===== config.mk =====
export PLATFORM = sky130hd
export DESIGN_NAME = pjl_separator
export DESIGN_NICKNAME = d
export VERILOG_FILES = /design/src/rtl/pjl_pkg.sv /design/src/rtl/pjl_pulse_sync.sv /design/src/rtl/pjl_phase_ctr.sv /design/src/rtl/pjl_window.sv /design/src/rtl/pjl_separator.sv
export SDC_FILE = /design/constraint.sdc
export NUM_CORES = 1
export LEC_CHECK = 0
export CORE_MARGIN = 3
export CORE_UTILIZATION = 30
export CTS_CLUSTER_DIAMETER = 40
export DETAILED_ROUTE_END_ITERATION = 8
export DONT_BUFFER_PORTS = 1
export SETUP_SLACK_MARGIN = 0.4
export SKIP_LAST_GASP = 1
export SLEW_MARGIN = 20
export SYNTH_ARGS = -nofsm -noshare
export SYNTH_HDL_FRONTEND = slang
export SYNTH_SLANG_ARGS = --single-unit

===== constraint.sdc =====
create_clock -name clk_i -period 1.7 [get_ports clk_i]
set_input_delay 0.255 -clock clk_i [delete_from_list [all_inputs] [get_ports clk_i]]
set_output_delay 0.255 -clock clk_i [all_outputs]
set_load 0.01 [all_outputs]

===== src/rtl/pjl_pkg.sv =====
package pjl_pkg;

    // Length of the stretched transition hold, in loop clocks.
    localparam int unsigned HOLD_CYCLES = 2;

    // Registered state of the recovered window.
    typedef struct packed {
        logic level;   // window flip-flop
        logic strobe;  // one-cycle window-end pulse
        logic data;    // transition seen in the closed window
    } win_state_t;

    function automatic int unsigned cnt_width(input int unsigned steps);
        return (steps < 2) ? 1 : $clog2(steps);
    endfunction

endpackage


===== src/rtl/pjl_pulse_sync.sv =====
module pjl_pulse_sync #(
    parameter int unsigned SYNC_STAGES = 2
) (
    input  logic clk_i,
    input  logic rst_i,
    input  logic raw_i,
    output logic rise_o,
    output logic hold_o
);
    import pjl_pkg::*;

    logic [SYNC_STAGES-1:0] chain_q;
    logic                   last_q;
    logic [HOLD_CYCLES-1:0] hold_q;

    for (genvar i = 0; i < SYNC_STAGES; i++) begin : g_stage
        logic d;
        if (i == 0) begin : g_first
            assign d = raw_i;
        end else begin : g_next
            assign d = chain_q[i-1];
        end
        always_ff @(posedge clk_i) begin
            if (rst_i) chain_q[i] <= 1'b0;
            else       chain_q[i] <= d;
        end
    end

    assign rise_o = chain_q[SYNC_STAGES-1] & ~last_q;

    always_ff @(posedge clk_i) begin
        if (rst_i) begin
            last_q <= 1'b0;
            hold_q <= '0;
        end else begin
            last_q <= chain_q[SYNC_STAGES-1];
            hold_q <= {hold_q[HOLD_CYCLES-2:0], rise_o};
        end
    end

    assign hold_o = |hold_q;

endmodule


===== src/rtl/pjl_phase_ctr.sv =====
module pjl_phase_ctr #(
    parameter int unsigned PHASE_STEPS = 16,
    localparam int unsigned CW = pjl_pkg::cnt_width(PHASE_STEPS)
) (
    input  logic          clk_i,
    input  logic          rst_i,
    input  logic          en_i,
    input  logic          hold_i,
    output logic [CW-1:0] cnt_o,
    output logic          tog_o
);
    localparam int unsigned HALF = PHASE_STEPS / 2;
    localparam logic [CW-1:0] PRE_MID = CW'(HALF - 1);
    localparam logic [CW-1:0] LAST    = CW'(PHASE_STEPS - 1);

    logic [CW-1:0] cnt_q;

    assign tog_o = en_i & ~hold_i & (cnt_q == PRE_MID);

    always_ff @(posedge clk_i) begin
        if (rst_i || !en_i || hold_i) cnt_q <= '0;
        else if (cnt_q == LAST)       cnt_q <= '0;
        else                          cnt_q <= cnt_q + 1'b1;
    end

    assign cnt_o = cnt_q;

endmodule


===== src/rtl/pjl_window.sv =====
module pjl_window (
    input  logic                  clk_i,
    input  logic                  rst_i,
    input  logic                  en_i,
    input  logic                  tog_i,
    input  logic                  rise_i,
    output pjl_pkg::win_state_t   st_o
);
    import pjl_pkg::*;

    win_state_t st_q;
    logic       acc_q;

    always_ff @(posedge clk_i) begin
        if (rst_i || !en_i) begin
            st_q  <= '0;
            acc_q <= 1'b0;
        end else if (tog_i) begin
            st_q.level  <= ~st_q.level;
            st_q.strobe <= 1'b1;
            st_q.data   <= acc_q;
            acc_q       <= rise_i;   // same-cycle transition opens the new window
        end else begin
            st_q.strobe <= 1'b0;
            acc_q       <= acc_q | rise_i;
        end
    end

    assign st_o = st_q;

endmodule


===== src/rtl/pjl_separator.sv =====
module pjl_separator #(
    parameter int unsigned PHASE_STEPS = 16,
    parameter int unsigned SYNC_STAGES = 2
) (
    input  logic clk_i,
    input  logic rst_i,
    input  logic en_i,
    input  logic rd_raw_i,
    output logic win_o,
    output logic win_end_o,
    output logic bit_o
);
    import pjl_pkg::*;

    localparam int unsigned CW = cnt_width(PHASE_STEPS);

    logic          rise_w;
    logic          hold_w;
    logic          tog_w;
    logic [CW-1:0] cnt_w;
    win_state_t    st_w;

    pjl_pulse_sync #(.SYNC_STAGES(SYNC_STAGES)) u_sync (
        .clk_i  (clk_i),
        .rst_i  (rst_i),
        .raw_i  (rd_raw_i),
        .rise_o (rise_w),
        .hold_o (hold_w)
    );

    pjl_phase_ctr #(.PHASE_STEPS(PHASE_STEPS)) u_ctr (
        .clk_i  (clk_i),
        .rst_i  (rst_i),
        .en_i   (en_i),
        .hold_i (hold_w),
        .cnt_o  (cnt_w),
        .tog_o  (tog_w)
    );

    pjl_window u_win (
        .clk_i  (clk_i),
        .rst_i  (rst_i),
        .en_i   (en_i),
        .tog_i  (tog_w),
        .rise_i (rise_w),
        .st_o   (st_w)
    );

    assign win_o     = st_w.level;
    assign win_end_o = st_w.strobe;
    assign bit_o     = st_w.data;

endmodule


# Word-level counts from Yosys, hierarchy flattened
# Cells that the tools add are included.
dict set report word_totals {
  regBits 13
  latch_bits 0
  mem_bits_rw 0
  romBits 0
  input_bits 4
  elab_cells 26
  mem_count 0
}
dict set report classes {
  n_addsub 1
  multipliers 0
  div 0
  order_cmp 0
  eq_ne 2
  shifts 0
  mux 2
  bitwise_logic 7
  n_reduce_logical 5
}
# op n
set ops {}
lappend ops {{4-bit by 1-bit adder with 4-bit output, second input constant} 1}
lappend ops {{4-bit by 3-bit equality test with 1-bit output, second input constant} 1}
lappend ops {{4-bit equality test, second input constant} 1}
lappend ops {{2-bit OR reduction} 2}
lappend ops {{1-bit AND} 3}
lappend ops {{1-bit inverter} 3}
lappend ops {{1-bit logical OR} 2}
lappend ops {{1-bit 2-to-1 mux} 2}
lappend ops {{1-bit zero test} 1}
lappend ops {{1-bit bitwise OR} 1}

# Longest topological paths before layout
# Gate-level depths: netlist of the first run.
dict set report depth {
  word_depth 5
  depth_mapped 4
  depth_no_buf 4
}

# Modules after synthesis
# Synthesis of the first run repeated with hierarchy kept, for this count alone.
dict set report hier_totals {
  hier_cells 43
  area_unflattened_um2 454.2
}
# mod n_inst cells_each area_each_um2 seq_area_each_um2
set modules_own_cells {}
lappend modules_own_cells {pjl_phase_ctr 1 17 168.9 80.1}
lappend modules_own_cells {pjl_pulse_sync 1 12 150.1 100.1}
lappend modules_own_cells {pjl_window 1 14 135.1 80.1}

# Least setup slack after synthesis of the first run
# OpenSTA, ideal clock, no wires.
dict set report synth_path {
  kind {register to register}
  startpoint {register u_ctr.cnt_q[0], in the netlist u_ctr.cnt_o[0]}
  endpoint {register u_win.st_q, in the netlist u_win.st_o[0]}
  setup_time_ns 0.072
  arrival_ns 1.100
  required_time_ns 1.628
  slack_ns 0.529
  stages_incl_launch_ff 5
  period_less_slack_ns 1.171
  cell_sequence {dfxtp_1 > ha_1 > nand4b_2 > nor3_4 > mux2i_1}
}
dict set report synth_between {
  elab_chain_cells 2
}
# element line_no
set synth_lines {}
lappend synth_lines {{start: declaration} pjl_phase_ctr.sv:16} ;# logic [CW-1:0] cnt_q;
lappend synth_lines {{start signal: assignment} pjl_phase_ctr.sv:23} ;# else cnt_q <= cnt_q + 1'b1;
lappend synth_lines {{4-bit by 3-bit equality test with 1-bit output} pjl_phase_ctr.sv:18} ;# assign tog_o = en_i & ~hold_i & (cnt_q == PRE_MID);
lappend synth_lines {{1-bit AND} pjl_phase_ctr.sv:18}
lappend synth_lines {{end: declaration} pjl_window.sv:11} ;# win_state_t st_q;
# Every way passes these cells.
# A chain may end at the register's enable or synchronous reset.

# Worst setup path in the final report of the first run
# Same ends and word-level chain as after synthesis.

==> impl_metrics.toml, run 1 <==
[worst_setup_path]
rr_worst_depth = 4
slowest_delay_ps = 380
required_ps = 1910
cp_num_cells = 4
worstPathArrival_ps = 1410
rr_startpoint = "u_ctr.cnt_o[0]$_SDFF_PP0_"
cpMaxStageDelayCell = "dfxtp_4"
crit_family = "simple AND/OR/NAND/NOR gates"
criticalPathCategory = "reg -> reg"
crit_buf_inv = 0
r2r_slack_ps = 500
crit_chain = "ha_4 > nand4b_4 > nor3_4 > mux2i_1"
cp-end-kind = "register"
reg2reg_to = "u_win.st_o[0]$_SDFFE_PP0P_"
worstPathMaxFanout = 5
setup.worst_path.start_class = "register"

[synthesis]
synth_area_sq_um = 469
yosysWarnings = 0
syn_nets = 48
seq_area_frac_synth = 0.555
avgSynthCellArea_sq_um = 10.9
synth_area_leaders = "dfxtp_1, nor2b_1, mux2i_1"
synth_edf_count = 0
ys_top_cells_by_count = "dfxtp_1, nor2b_1, nand2_1"
synthDistinctLibCells = 18
synth.largest_area_cell = "dfxtp_1"
ys.flop_type = "dfxtp_1"
ys_async_sr_fraction = 0
synth_cells = 43
yosys.area.top_type_share = 0.555
synth.most_common_cell = "dfxtp_1"
synth-seq-cells = 13

[layout]
drive_gt1_frac = 0.213
antenna_cells = 0
seq_area_sq_um = 265
area_growth_pct = 15.5
finalInstanceArea_sq_um = 542
instances_no_fill = 62
layout.nets = 53
fillers = 139
multi_input_area_sq_um = 223

[place]
gp_congestion = 0.637
place_area_sq_um = 488
hpwl_microns = 542
dp.cells = 58
port_buffers = 0

[hold_path]
holdPathEnd = "u_sync.chain_q[1]$_SDFF_PP0_"
hold_depth = 1
holdCritPathClass = "in -> reg"
worstHoldStart = "rst_i"

[clock_tree]
path_clk_slew_ps = 90
htree_num_levels = 1
clk_path_buf_depth = 2
cts_buffers = 3
worstSkewPairLatency_ps = 280
cts-root-buf = "clkbuf_4"
cts_setup_buffers = 0
cts-hold-fix-buffers = 0
numClockSinks = 13
tritoncts = "built"

[power]
clock_power_share = 0.362
p_per_area_mw_per_mm2 = 959
switchingPower_uw = 114
p_int_uw = 406
seqPwrFrac = 0.610
irDropWorstVdd_uv = 361
power.leakage_uw = 0.000226
share_comb_of_total_power = 0.028
netSwitchingFraction = 0.219

[drt]
totalWireLength_microns = 753
dr.pass1.iters = 3
drt-wirelength-per-cell_microns = 12.1
drc = 0
ant_nets = 0
drtIter0Drc = 8
dr_total_vias = 312
vias_per_cell = 5.03

[run_status]
status = "complete, no violations"

[grt]
grt_pass1_vias = 313
grt.overflow.total = 0
grt_pass1_wl_mm = 1.37
globalRouteTotalUtil = 0.0970
antenna_found_initial = 0
grt_max_degree = 9

[floorplan]
die_x_microns = 45.5
die-area_sq_mm = 0.00207
num_rows = 13
fp.dieH_microns = 45.5
io_pins = 7
start_util = 0.339
core_sq_mm = 0.00138

[sta]
setup_viol = 0
max_clock_freq_ghz = 0.834
relSlewSlack = 0.815
finalCritPeriodShare = 0.705
tightest_slew_ps = 277
hold_viol_final = 0
fin_worst_skew_ps = 10.1
period_minus_slack_ps = 1200
fin_setup_tns_ps = 0
grt_setup_unrepaired = "false"
finalMaxSlewViolations = 0

[job]
drv_cap = 0
-- cell usage in the layout (no fill, tap or decap), drive strengths merged, types with 2 or more instances in the layout --
cell type / count
a21oi: 2
a311oi: 2
clkbuf: 3
dfxtp: 13
inv: 2
mux2i: 2
nand2: 4
nand4b: 2
nor2: 2
nor2b: 5
o21ai: 2
-- through the flow --
step	worst slack, ps	util	hold slack, ps	total power, uW
6_report	501	0.392	34.9	519
5_1_grt	415	0.392	23.4	547
4_1_cts	423	0.375	28.7	525
3_5_place_dp	375	0.353	330	337
3_3_place_gp	444	0.353	328	336
2_1_floorplan	529	-	327	334
-- layout make-up --
cell class,instances,area share
tap,15,0.0346
clock buffer,3,0.0416
clock inverter,1,0.00924
multi-input combinational,28,0.411
sequential,13,0.490
inverter,2,0.0139
-- worst reg2reg max path, cell delays in order, from the launching register on --
cell and delay [ps]:
dfxtp_4 380, ha_4 180, nand4b_4 120, nor3_4 270, mux2i_1 200
-- state kept, by name (all words and copies together), names as in the netlist --
| signal | cells |
|---|---|
| u_ctr.cnt_o | 4 |
| u_win.st_o | 3 |
| u_sync.hold_q | 2 |
| u_sync.chain_q | 1 |
| u_sync.g_stage.d | 1 |
| u_sync.last_q | 1 |
| u_win.acc_q | 1 |
-- worst max path at each step --
stage,from,to,slack [ps]
2_1_floorplan,u_ctr.cnt_o[0]$_SDFF_PP0_,u_win.st_o[0]$_SDFFE_PP0P_,530
6_report,u_ctr.cnt_o[0]$_SDFF_PP0_,u_win.st_o[0]$_SDFFE_PP0P_,500
5_1_grt,u_ctr.cnt_o[0]$_SDFF_PP0_,u_win.st_o[2]$_SDFFE_PP0P_,420
4_1_cts,u_ctr.cnt_o[0]$_SDFF_PP0_,u_win.st_o[0]$_SDFFE_PP0P_,420
3_5_place_dp,u_ctr.cnt_o[0]$_SDFF_PP0_,u_win.st_o[0]$_SDFFE_PP0P_,380
3_3_place_gp,u_ctr.cnt_o[0]$_SDFF_PP0_,u_win.st_o[2]$_SDFFE_PP0P_,440
-- cell families after synthesis --
kind of cell / Yosys count / share of synthesized area
adder cells (fa/ha/maj): 1 / 0.0267
flip-flops: 13 / 0.555
buffers and inverters: 2 / 0.0160
XOR/XNOR: 1 / 0.0187
AO/OA/AOI/OAI: 6 / 0.0800
multiplexers: 2 / 0.0427
AND/OR/NAND/NOR: 18 / 0.261
-- metal layers --
layer  GRT usage  wire (microns)  vias up  part of all wire
li1            -               -      158                 -
met1       0.112             349      145              0.46
met2       0.136             346        7              0.46
met3      0.0356              34        2             0.045
met4      0.0877              23        0             0.031
met5           0               0        -                 0
-- timing repair --
item,in CTS,in global routing
gates resized for setup,1,5
gates cloned,0,0
pin swaps,0,1
endpoints found under the setup margin,2,3
-- power by group through the flow --
stage / Combinational [uW] / Sequential (uW) / Clock, uW
floorplan: 11.7 / 322 / 0
global placement: 13.6 / 323 / 0
detailed placement: 13.8 / 323 / 0
CTS: 14.0 / 316 / 195
global route: 17.3 / 318 / 211
finish: 14.7 / 317 / 188
Power figures use the tool's default switching activity.
==> inputs of run 2 (changes only) <==
==> constraint.sdc (replaced) <==
create_clock -name clk_i -period 1.2 [get_ports clk_i]
set_input_delay 0.18 -clock clk_i [delete_from_list [all_inputs] [get_ports clk_i]]
set_output_delay 0.18 -clock clk_i [all_outputs]
set_load 0.01 [all_outputs]
==> run 2 against run 1 <==
- register-to-register slack worse by 350 ps
- routed wire length up 13%
- critical endpoint is now u_win.st_o[2]$_SDFFE_PP0P_
- sequential cell count unchanged
- sequential share of layout area down 5.1 points
- first-iteration DRC count down 25%
- total power up 45%
- critical path type unchanged
- global-route usage down 0.65 points
- combinational power rose to 2.7 times the previous value
- cell count up 8.1%
- die area unchanged
==> impl_metrics.toml, run 2 (synthesis gave the netlist of run 1 again) <==
[worst_setup_path]
worstPathArrival_ps = 1270
endpoint = "u_win.st_o[2]$_SDFFE_PP0P_"
crit_buf_inv = 0
reg2reg_to = "u_win.st_o[2]$_SDFFE_PP0P_"
cp_num_cells = 4
r2r_slack_ps = 150
cp-end-kind = "register"
crit_chain = "ha_4 > nand4b_4 > nor3_4 > mux2i_1"
rr_startpoint = "u_ctr.cnt_o[0]$_SDFF_PP0_"
criticalPathCategory = "reg -> reg"
rr_worst_depth = 4
crit_family = "flip-flops"
setup.worst_path.start_class = "register"
cp-startpoint = "u_ctr.cnt_o[0]$_SDFF_PP0_"
slowest_delay_ps = 360
required_ps = 1410
worstPathMaxFanout = 3
cpMaxStageDelayCell = "dfxtp_4"

[floorplan]
num_rows = 13
fp.dieH_microns = 45.5
start_util = 0.339
die_x_microns = 45.5
die-area_sq_mm = 0.00207
io_pins = 7
core_sq_mm = 0.00138

[power]
switchingPower_uw = 161
seqPwrFrac = 0.595
clock_power_share = 0.352
p_per_area_mw_per_mm2 = 1230
p_int_uw = 589
netSwitchingFraction = 0.215
irDropWorstVdd_uv = 572
power.leakage_uw = 0.000231
share_comb_of_total_power = 0.052
finalPower_uw = 751

[sta]
finalMaxSlewViolations = 0
tightest_slew_ps = 237
grt_setup_unrepaired = "true"
max_clock_freq_ghz = 0.950
finalCritPeriodShare = 0.878
period_minus_slack_ps = 1050
fin_worst_skew_ps = 9.94
hold_viol_final = 0
setup_viol = 0
fin_setup_tns_ps = 0
relSlewSlack = 0.841

[clock_tree]
numClockSinks = 13
worstSkewPairLatency_ps = 280
tritoncts = "built"
cts_buffers = 3
clk_path_buf_depth = 2
path_clk_slew_ps = 80
htree_num_levels = 1
cts-root-buf = "clkbuf_4"

[layout]
seq_area_sq_um = 267
multi_input_area_sq_um = 246
final_common_cell = "dfxtp_1"
largest_register_ffs = 4
fillers = 142
drive_gt1_frac = 0.365
layout.nets = 58
antenna_cells = 0
final_util = 0.440
final_cell_mix = "dfxtp_1, nor2b_1, nand2_1, buf_4, clkbuf_4"
area_growth_pct = 29.6

[grt]
globalRouteTotalUtil = 0.0905
grt_max_degree = 8
grt_pass1_wl_mm = 1.24
grt_pass1_vias = 297
antenna_found_initial = 0
grt.overflow.total = 0

[drt]
vias_per_cell = 4.90
dr.pass1.iters = 4
drc = 0
ant_nets = 0
drtIter0Drc = 6
drt-wirelength-per-cell_microns = 12.7
dr_total_vias = 328
totalWireLength_microns = 851

[hold_path]
holdCritPathClass = "in -> reg"

[run_status]
status = "complete, no violations"

[place]
gp_congestion = 0.739
hpwl_microns = 539
port_buffers = 0

[job]
drv_cap = 0
[run 2: cell count changes in the layout (fill, tap and decap cells not counted), sizes merged]
| cell | before | now |
|---|---|---|
| buf | 0 | 4 |
| clkbuf | 3 | 4 |
| clkinv | 1 | 0 |
| dlymetal6s4s | 0 | 1 |
[run 2: how the worst min path moves through the flow]
stage,from,endpoint,slack [ps],cells past startpoint
3_5_place_dp,rst_i,u_sync.chain_q[1]$_SDFF_PP0_,260,1
6_report,rd_raw_i,u_sync.g_stage[1].d$_SDFF_PP0_,40,1
3_3_place_gp,rst_i,u_sync.chain_q[1]$_SDFF_PP0_,250,1
4_1_cts,rd_raw_i,u_sync.g_stage[1].d$_SDFF_PP0_,40,1
5_1_grt,rd_raw_i,u_sync.g_stage[1].d$_SDFF_PP0_,40,1
2_1_floorplan,rst_i,u_sync.chain_q[1]$_SDFF_PP0_,250,1
[run 2: routing by layer]
metal  vias up  global-route usage  part of all wire
met4         0              0.0526             0.022
met1       146               0.115              0.45
li1        167                   -                 -
met3         4              0.0593             0.078
met5         -                   0                 0
met2        11               0.111              0.44
[run 2: layout make-up]
class | instances | area share
repair buffers | 5 | 0.0700
clock buffers | 4 | 0.0432
multi-input cells | 28 | 0.405
flip-flops and latches | 13 | 0.438
inverters | 2 | 0.0123
well taps | 15 | 0.0309
[run 2: per-stage QoR]
stage | std cells | instance area, sq um | hold slack [ps] | setup slack (ps)
6_report | 67 | 608 | 44.1 | 147
5_1_grt | 67 | 608 | 42.3 | 91.5
4_1_cts | 67 | 593 | 37.3 | 133
3_3_place_gp | 60 | 527 | 252 | 58.5
3_5_place_dp | 60 | 527 | 255 | 50.6
2_1_floorplan | 43 | 493 | 252 | 101
[run 2: timing repair]
action / CTS / global route
resized for setup: 4 / 4
buffers inserted: 2 / 0
endpoints found under the hold margin: 5 / 0
setup endpoints to repair: 11 / 12
hold buffers: 1 / 0
pin swaps: 4 / 1
[run 2: power groups by stage]
stage	Sequential, uW	Clock, uW	Combinational, uW
floorplan	458	0	17.7
global placement	459	0	21.1
detailed placement	460	0	21.7
CTS	447	277	33.3
global route	448	311	42.6
finish	447	265	39.2
==> inputs of run 3 (changes only) <==
--- a/config.mk
+++ b/config.mk
@@ -15,4 +15,5 @@
 export SLEW_MARGIN = 20
 export SYNTH_ARGS = -nofsm -noshare
 export SYNTH_HDL_FRONTEND = slang
+export SYNTH_HIERARCHICAL = 1
 export SYNTH_SLANG_ARGS = --single-unit
==> run 3 against run 2 <==
- the run now ends with negative hold slack, negative setup slack left
- worst setup slack worse by 180 ps
- global-route usage is 1.2 points lower
- sequential power hardly changed
- sequential cell count stayed put
- combinational power is 7.4% lower
- die area is 2.8% lower
==> impl_metrics.toml, run 3 <==
[power]
irDropWorstVdd_uv = 759
p_int_uw = 590
switchingPower_uw = 148
power.leakage_uw = 0.000214
p_per_area_mw_per_mm2 = 1250
seqPwrFrac = 0.602
netSwitchingFraction = 0.201
share_comb_of_total_power = 0.049
clock_power_share = 0.349

[worst_setup_path]
criticalPathCategory = "reg -> reg"
setup.worst_path.start_class = "register"
reg2reg_to = "u_win/st_o[0]$_SDFFE_PP0P_"
cpMaxStageDelayCell = "dfxtp_1"
worstPathMaxFanout = 4
rr_worst_depth = 5
rr_startpoint = "u_sync/hold_q[0]$_SDFF_PP0_"
crit_chain = "or2_1 > nand2b_4 > nor3_4 > mux2i_1 > nor2_1"
cp-end-kind = "register"
worstPathArrival_ps = 1400
slowest_delay_ps = 300
required_ps = 1370
r2r_slack_ps = -30

[synthesis]
synth.most_common_cell = "dfxtp_1"
syn_nets = 48
synth.largest_area_cell = "dfxtp_1"
ys_async_sr_fraction = 0
synth_area_sq_um = 454
synth_cells = 43
seq_area_frac_synth = 0.573
ys_top_cells_by_count = "dfxtp_1, nor2_1, nor2b_1, inv_1"
avgSynthCellArea_sq_um = 10.6
ys.flop_type = "dfxtp_1"
yosys.area.top_type_share = 0.573
yosysWarnings = 6
synth_edf_count = 0
synth_area_leaders = "dfxtp_1, nor2b_1, nor2_1"
synthDistinctLibCells = 17
synth-seq-cells = 13

[drt]
vias_per_cell = 4.45
dr.pass1.iters = 2
totalWireLength_microns = 627
ant_nets = 0
dr_total_vias = 298
drt-wirelength-per-cell_microns = 9.36
drc = 0
drtIter0Drc = 2

[floorplan]
start_util = 0.332
core_sq_mm = 0.00137
num_rows = 13
die-area_sq_mm = 0.00202
io_pins = 7
die_x_microns = 44.9
fp.dieH_microns = 44.9

[hold_path]
hold_depth = 1
holdCritPathClass = "in -> reg"
holdPathEnd = "u_sync/hold_q[0]$_SDFF_PP0_"
worstHoldStart = "rst_i"

[clock_tree]
numClockSinks = 13
htree_num_levels = 1
path_clk_slew_ps = 70
cts_buffers = 3
clk_path_buf_depth = 2
worstSkewPairLatency_ps = 270
tritoncts = "built"
cts-hold-fix-buffers = 1
cts-root-buf = "clkbuf_4"

[grt]
globalRouteTotalUtil = 0.0783
grt_pass1_vias = 275
antenna_found_initial = 0
grt.overflow.total = 0
grt_max_degree = 9
grt_pass1_wl_mm = 1.08

[layout]
fillers = 133
final_cell_mix = "dfxtp_1, nor2_1, nor2b_1"
antenna_cells = 0
layout.nets = 58
drive_gt1_frac = 0.365
finalInstanceArea_sq_um = 589
largest_register_ffs = 4
final_common_cell = "dfxtp_1"
final_util = 0.431
area_growth_pct = 29.8

[place]
hpwl_microns = 464
gp_congestion = 0.696
place_area_sq_um = 505
port_buffers = 0

[sta]
max_clock_freq_ghz = 0.811
finalMaxSlewViolations = 0
setup_viol = 1
fin_worst_skew_ps = 3.78
tightest_slew_ps = 227
hold_viol_final = 5
relSlewSlack = 0.848
grt_setup_unrepaired = "true"
period_minus_slack_ps = 1230
finalWorstSetupSlack_ps = -33.8
finalCritPeriodShare = 1.03
holdWs_ps = -34.6

[run_status]
violations = "negative hold slack, negative setup slack"
status = "complete, but fails checks"

[job]
drv_cap = 0
run 3: final cells by class:
cell class / count / area, sq um / area share
clock buffer: 4 / 26.3 / 0.0446
inverter: 3 / 11.3 / 0.0191
multi-input combinational: 27 / 221 / 0.376
sequential: 13 / 268 / 0.454
tap: 15 / 18.8 / 0.0318
timing repair buffer: 5 / 43.8 / 0.0743
run 3: through the flow:
| step | power [uW] | TNS [ps] | worst slack (ps) | cells |
|---|---|---|---|---|
| after detailed placement | 482 | -26.3 | -26.3 | 60 |
| after CTS | 758 | -50.2 | -50.2 | 67 |
| after global placement | 481 | -31.9 | -31.9 | 60 |
| after global routing | 790 | -389 | -121 | 67 |
| after floorplan | 477 | 0 | 39.5 | 43 |
| final | 739 | -33.8 | -33.8 | 67 |
run 3: critical path, delay by kind of cell (launching register included):
kind             cells  cell delay, ps
AND/OR/NAND/NOR      4             620
flip-flops           1             300
multiplexers         1             210
run 3: worst max-delay path by stage:
stage          slack, ps  depth (start not counted)                    endpoint                   startpoint
4_1_cts              -50                          5  u_win/st_o[0]$_SDFFE_PP0P_  u_sync/hold_q[0]$_SDFF_PP0_
3_5_place_dp         -30                          5  u_win/st_o[0]$_SDFFE_PP0P_  u_sync/hold_q[0]$_SDFF_PP0_
6_report             -30                          5  u_win/st_o[0]$_SDFFE_PP0P_  u_sync/hold_q[0]$_SDFF_PP0_
3_3_place_gp         -30                          5  u_win/st_o[0]$_SDFFE_PP0P_  u_sync/hold_q[0]$_SDFF_PP0_
5_1_grt             -120                          5  u_win/st_o[0]$_SDFFE_PP0P_  u_sync/hold_q[0]$_SDFF_PP0_
2_1_floorplan         40                          5  u_win/st_o[0]$_SDFFE_PP0P_  u_sync/hold_q[0]$_SDFF_PP0_
run 3: cell families (layout without fill, tap and decap cells):
logic type | Yosys count | count (layout) | share of synthesized area
AOI/OAI and AO/OA | 2 | 2 | 0.0358
DFF | 13 | 13 | 0.573
adders and majority gates | 1 | 1 | 0.0275
xor gates and xnor gates | 3 | 3 | 0.0579
muxes | 1 | 1 | 0.0220
buffers and inverters | 3 | 12 | 0.0248
and+or+nand+nor | 20 | 20 | 0.259
run 3: timing repair:
item | CTS | global route
pin swaps | 4 | 2
endpoints found under the hold margin | 6 | 5
setup buffers | 2 | 0
gates resized for setup | 8 | 0
endpoints found under the setup margin | 11 | 11
run 3: power groups by stage:
stage | clock network (uW) | logic (uW) | registers [uW]
detailed placement | 0 | 25.7 | 456
CTS | 277 | 36.7 | 445
floorplan | 0 | 22.1 | 455
global route | 302 | 41.7 | 446
global placement | 0 | 25.1 | 456
finish | 258 | 36.3 | 445
run 3: per-layer routing:
| layer | up-vias | wire (microns) | GRT usage |
|---|---|---|---|
| li1 | 155 | - | - |
| met1 | 137 | 295 | 0.0858 |
| met2 | 6 | 274 | 0.109 |
| met3 | 0 | 57 | 0.0637 |
| met4 | 0 | 0 | 0.0351 |
| met5 | - | 0 | 0 |
